**src/rtl/irq_agg_pkg.sv**
```systemverilog
package irq_agg_pkg;
    localparam int NSRC    = 5;
    localparam int DW      = 16;
    localparam int AW      = 2;
    localparam int SRC_LSB = DW - NSRC;
    localparam int SYNC_STAGES = 2;

    typedef enum logic [AW-1:0] {
        ADDR_LEVEL = 2'd0,
        ADDR_MODE  = 2'd1,
        ADDR_WAKE  = 2'd2,
        ADDR_STAT  = 2'd3
    } reg_sel_e;
endpackage

```
**src/rtl/irq_sync.sv**
```systemverilog
module irq_sync #(
    parameter int W      = 5,
    parameter int STAGES = 2
) (
    input  logic         clk,
    input  logic         rst_n,
    input  logic [W-1:0] d,
    output logic [W-1:0] q
);
    logic [W-1:0] chain [STAGES];

    always_ff @(posedge clk) begin
        if (!rst_n) chain[0] <= '0;
        else        chain[0] <= d;
    end

    for (genvar k = 1; k < STAGES; k++) begin : g_stage
        always_ff @(posedge clk) begin
            if (!rst_n) chain[k] <= '0;
            else        chain[k] <= chain[k-1];
        end
    end

    assign q = chain[STAGES-1];
endmodule

```
**src/rtl/irq_regs.sv**
```systemverilog
module irq_regs
    import irq_agg_pkg::*;
#(
    parameter int N = NSRC,
    parameter int W = DW
) (
    input  logic          clk,
    input  logic          rst_n,
    input  logic          we,
    input  logic [AW-1:0] addr,
    input  logic [W-1:0]  wdata,
    input  logic [N-1:0]  status,
    output logic [N-1:0]  level,
    output logic [N-1:0]  mode,
    output logic [N-1:0]  wake_en,
    output logic          out_dis,
    output logic [N-1:0]  clr,
    output logic [W-1:0]  rdata
);
    localparam int LSB = W - N;

    reg_sel_e sel;
    assign sel = reg_sel_e'(addr);

    always_ff @(posedge clk) begin
        if (!rst_n) begin
            level   <= '1;
            mode    <= '0;
            wake_en <= '0;
            out_dis <= 1'b1;
        end else if (we) begin
            unique case (sel)
                ADDR_LEVEL: begin
                    level   <= wdata[W-1:LSB];
                    out_dis <= wdata[0];
                end
                ADDR_MODE:  mode    <= wdata[W-1:LSB];
                ADDR_WAKE:  wake_en <= wdata[W-1:LSB];
                ADDR_STAT:  ;
            endcase
        end
    end

    always_comb begin
        clr = '0;
        if (we && sel == ADDR_STAT) clr = ~wdata[W-1:LSB];
    end

    always_comb begin
        rdata = '0;
        unique case (sel)
            ADDR_LEVEL: begin
                rdata[W-1:LSB] = level;
                rdata[0]       = out_dis;
            end
            ADDR_MODE: rdata[W-1:LSB] = mode;
            ADDR_WAKE: rdata[W-1:LSB] = wake_en;
            ADDR_STAT: rdata[W-1:LSB] = status;
        endcase
    end
endmodule

```
**src/rtl/irq_latch.sv**
```systemverilog
module irq_latch #(
    parameter int N = 5
) (
    input  logic         clk,
    input  logic         rst_n,
    input  logic [N-1:0] act,
    input  logic [N-1:0] mode,
    input  logic [N-1:0] clr,
    output logic [N-1:0] status
);
    for (genvar i = 0; i < N; i++) begin : g_src
        logic held;
        always_ff @(posedge clk) begin
            if (!rst_n) held <= 1'b0;
            else        held <= mode[i] & (act[i] | (held & ~clr[i]));
        end
        assign status[i] = mode[i] ? (held | act[i]) : act[i];
    end
endmodule

```
**src/rtl/irq_aggregator.sv**
```systemverilog
module irq_aggregator
    import irq_agg_pkg::*;
#(
    parameter int N = NSRC,
    parameter int W = DW
) (
    input  logic          clk,
    input  logic          rst_n,
    input  logic [N-1:0]  src_raw,
    input  logic [AW-1:0] reg_addr,
    input  logic          reg_we,
    input  logic [W-1:0]  reg_wdata,
    output logic [W-1:0]  reg_rdata,
    output logic          irq_out,
    output logic          wake_req
);
    logic [N-1:0] src_s, act, level, mode, wake_en, clr, status;
    logic         out_dis;

    irq_sync #(.W(N), .STAGES(SYNC_STAGES)) u_sync (
        .clk(clk), .rst_n(rst_n), .d(src_raw), .q(src_s)
    );

    assign act = ~(src_s ^ level);

    irq_latch #(.N(N)) u_latch (
        .clk(clk), .rst_n(rst_n), .act(act), .mode(mode),
        .clr(clr), .status(status)
    );

    irq_regs #(.N(N), .W(W)) u_regs (
        .clk(clk), .rst_n(rst_n), .we(reg_we), .addr(reg_addr),
        .wdata(reg_wdata), .status(status), .level(level), .mode(mode),
        .wake_en(wake_en), .out_dis(out_dis), .clr(clr), .rdata(reg_rdata)
    );

    assign irq_out  = ~out_dis & (|status);
    assign wake_req = |(status & wake_en);
endmodule

```
**config.mk**
```make
export PLATFORM = sky130hd
export DESIGN_NAME = irq_aggregator
export DESIGN_NICKNAME = d
export VERILOG_FILES = /design/src/rtl/irq_agg_pkg.sv /design/src/rtl/irq_sync.sv /design/src/rtl/irq_regs.sv /design/src/rtl/irq_latch.sv /design/src/rtl/irq_aggregator.sv
export SDC_FILE = /design/constraint.sdc
export NUM_CORES = 1
export LEC_CHECK = 0
export BUFFER_PORTS_ARGS = -buffer_cell sky130_fd_sc_hd__buf_4
export CORE_ASPECT_RATIO = 1.2
export CORE_MARGIN = 10
export CORE_UTILIZATION = 49
export DETAILED_ROUTE_END_ITERATION = 10
export GPL_TIMING_DRIVEN = 0
export PLACE_DENSITY = 0.77
export REMOVE_ABC_BUFFERS = 1
export SLEW_MARGIN = 10
export SYNTH_ARGS = -nofsm -noshare
export SYNTH_HDL_FRONTEND = slang
export SYNTH_SLANG_ARGS = --single-unit
```
**constraint.sdc**
```tcl
create_clock -name clk -period 1.6 [get_ports clk]
set_input_delay 0.32 -clock clk [delete_from_list [all_inputs] [get_ports clk]]
set_output_delay 0.32 -clock clk [all_outputs]
set_load 0.03 [all_outputs]
```
==> results by stage <==
STA:
- For the final database, setup skew stands at 0.007193 ns.
- The final count of hold timing violations is 0.
- For the final routed database, the setup TNS stands at -2.150 ns.
- The final-layout worst hold slack is 0.1973 ns.
- Setup violations remaining at the end of the flow were counted as 7.
- The final critical delay including setup and external delays is 1.959 ns.
- Derived from the worst setup path, the maximum achievable clock frequency is around 0.5 GHz.
- Setup repair after global routing could not meet its margin everywhere.
- Setup slack on the critical path of the routed design comes to -0.3591 ns.
- The final-report max-slew violation count is 0.
- The worst path uses 122.4% of the clock period.

Placement:
- Summing all placed instances gives a cell area of 0.001540 mm2.
- The count of input and output buffers is 23.
- The HPWL after detailed placement is 2211 um.
- The congestion estimate from routability-driven global placement came to 0.7603.
- The post-placement setup slack is -0.07506 ns.
- Counting tap cells, the placed design contains a total of 184 instances.

Clock network:
- The clock edge transition at the registers on the reported setup and hold paths is 0.09 ns.
- The clock network latency to the later pin of the worst-skew pair is 0.32 ns.
- CTS built an H-tree with a depth of 2.
- TritonCTS built the clock tree.
- The clock root buffer is clkbuf_4.
- The total clock buffers created by CTS is 5.
- CTS saw 31 sinks.
- The worst-case clock buffer depth is 2.

Route:
- The remaining antenna violation count after routing is 0.
- The detailed router's first-iteration violation count is 36.
- After detailed routing, the total wire length is 3210 um.
- In the final routed layout, each cell accounts on average for roughly 16 um.
- The number of iterations in the first detailed-routing pass is 6.
- Dividing the detail-routed via count by the number of cells gives 5.240.
- Across all layers, the routed design uses approximately 1100 vias.
- The number of remaining DRC errors is 0.

Run status:
- The run finished, with violations left.
- The final reports fail on negative setup slack.

Critical path:
- Among all stages on the critical path, the largest delay is contributed by mux4_2.
- The setup slack on the worst flop-to-flop path is 0.54 ns.
- Traced cell by cell, the critical path runs through xnor2_2 -> a21o_1 -> mux4_2 -> buf_6.
- The element type at the critical path start is a flop.
- In this run the critical register-to-register path is captured at u_latch.g_src[0].held.
- The worst setup path is of the reg2out kind.
- The nature of the critical path endpoint is an output port.
- In this run the worst setup path begins at u_regs.level[3].
- For the worst setup path, the data arrival time is about 1.6 ns.
- The peak fanout along the critical path is 3.
- For the worst setup path, the data required time is 1.28 ns.
- The path depth of the worst reg2reg path is 5.
- The worst register-to-register path begins at u_regs.level[0].
- In this run the worst setup path terminates at reg_rdata[14].
- The peak per-stage delay on the critical path is 0.49 ns.

Final layout:
- In the final design database the tool counted 197 nets.
- The count of fill cells added during filler insertion is 236.
- The antenna diode instance count is 0.
- The post-route core utilization is 64.22%.
- The finished cells cover about 0.0018 mm2.
- The final cell count without fillers is 204.
- From synthesis to final layout, the design area changed by 27.45%.
- The fraction of layout cells with a size suffix above 1 is 38.24%.

Synthesis:
- The number of different library cells in the post-synthesis netlist is 27.
- In the synthesized netlist the dominant register cell turns out to be dfxtp_1.
- Summing the areas of all fa, ha and maj instances in the mapped netlist gives 0% of the synthesized area.
- The share of async-settable or async-resettable flops after synthesis is 0%.
- The simple-gate share of the synthesized area is 17.55%.
- The share of the synthesized area in the top cell type is 44.64%.
- In this run, synthesis produced a sequential element count of 31.
- The post-synthesis area per instance is 10.45 um2.
- The portion of netlist area occupied by mux cells is 20.16%.
- The leading cell type by number of instances after synthesis is dfxtp_1.
- The number of warnings issued by yosys is 0.
- The xor-xnor portion of the synthesized cell area is approximately 3.2%.
- Synthesis produced a netlist whose cell count is 133.
- The fraction of the mapped netlist area in compound gates is 6.841%.
- By count the netlist is led by 31 x dfxtp_1, 17 x nand2_1, 16 x mux2i_1.
- Yosys attributes the largest share of cell area to dfxtp_1 45%, mux2i_1 12%, buf_4 5.9%.
- The number of enable flip-flop cells after synthesis is 0.
- Of all cell types, the one taking the most synthesized area is dfxtp_1.
- The area of the mapped netlist is approximately 0.0014 mm2.
- The main combinational cell family by area after synthesis is multiplexers.
- Sequential elements use between 40% and 50% of the synthesized area.

Die:
- The die width is 68.62 um.
- The die covers 0.005376 mm2.
- 44 I/O pins were placed.
- The die is between 70 and 80 um tall.
- The initial utilization of the core area, before any placement, comes to about half.
- In this run the standard cell core region covers 0.002759 mm2.
- The initialized floorplan defines 21 standard-cell rows.

Global routing:
- The sum of overflow across all layers after global routing is 0.
- The number of global-route vias before repair is 1121.
- The wire length of the first global-routing pass is 5147 um.
- The initial antenna violation count came to 0.
- The total global routing track utilization is around 12%.
- Entering global routing, the biggest net connects 32 pins.

Job:
- The total of max-cap violations is 0.

Power:
- Overall power consumption after layout is estimated at 1.513 mW.
- The cell leakage power is ~0.8 nW.
- IR analysis of the VDD net gives a maximum drop of between 0.0006 and 0.0007 V.
- The total power per unit cell area is 853.7 mW/mm2.

Worst hold path:
- The worst hold path belongs to the class in2reg.
==> flip-flops by register name (all words and copies together), names as in the netlist <==
| register | cells |
|---|---|
| u_sync.chain | 10 |
| u_latch.g_src.held | 5 |
| u_regs.level | 5 |
| u_regs.mode | 5 |
| u_regs.wake_en | 5 |
| u_regs.out_dis | 1 |
==> timing repair <==
item | in CTS | in global routing
hold buffers | 0 | 0
endpoints found under the setup margin | 7 | 7
setup buffers | 12 | 3
pin swaps | 10 | 9
resized for setup | 20 | 8
==> layout make-up <==
type | count | area, um2 | share of cell area [%]
Clock buffer | 6 | 41.29 | 2.331
Inverter | 1 | 3.754 | 0.2119
Multi-Input combinational cell | 95 | 740.7 | 41.81
Sequential cell | 31 | 631.9 | 35.66
Tap cell | 34 | 42.54 | 2.401
Timing Repair Buffer | 37 | 311.5 | 17.58
==> kinds of logic (layout without fill, tap and decap cells) <==
logic type / Yosys count / count (layout)
muxes: 21 / 21
and+or+nand+nor: 44 / 44
xor gates and xnor gates: 5 / 5
AOI/OAI and AO/OA: 15 / 15
DFF: 31 / 31
buffers and inverters: 16 / 44
other: 1 / 10
==> critical path, delay by kind of cell (launching register included) <==
| family | cells | cell delay, ns |
|---|---|---|
| muxes | 1 | 0.49 |
| DFF | 1 | 0.35 |
| AOI/OAI and AO/OA | 1 | 0.20 |
| buffers and inverters | 1 | 0.15 |
| xor gates and xnor gates | 1 | 0.13 |
==> report_power, final <==
group | internal [mW] | switching [mW] | leakage [nW]
clock | 0.156 | 0.234 | 0.0242
sequential | 0.799 | 0.0186 | 0.253
combinational | 0.145 | 0.161 | 0.529
==> metal layers <==
metal  track usage [%]  share of wire (%)  vias to the layer above
met5                 0                  0                        -
met4             5.242                2.1                        0
met3             5.824                8.9                       10
met2             21.26                 50                       46
met1             12.47                 39                      506
li1                  -                  -                      507
==> how the worst min path moves through the flow <==
| stage | endpoint | cells after the start | start | slack (ns) |
|---|---|---|---|---|
| detailed placement | u_sync.chain[1][4] | 1 | u_sync.chain[0][4] | 0.42 |
| global placement | u_sync.chain[1][4] | 1 | u_sync.chain[0][4] | 0.41 |
| finish | u_sync.chain[0][0] | 2 | src_raw[0] | 0.20 |
| global route | u_sync.chain[0][4] | 2 | src_raw[4] | 0.17 |
| floorplan | u_regs.level[0] | 1 | rst_n | 0.38 |
| CTS | u_sync.chain[0][0] | 2 | src_raw[0] | 0.17 |
==> cell usage in the layout (no fill, tap or decap), drive strengths merged, types with 2 or more instances in the layout <==
master and instances:
buf 37, dfxtp 31, nand2 17, mux2i 16
and2 10, nor2b 10, conb 10, clkbuf 6
mux4 5, a21oi 5, o21ai 4, xor2 3
xnor2 2, a21o 2, nand3b 2, nor3b 2
No activity file was read; power rests on OpenSTA's default activity.
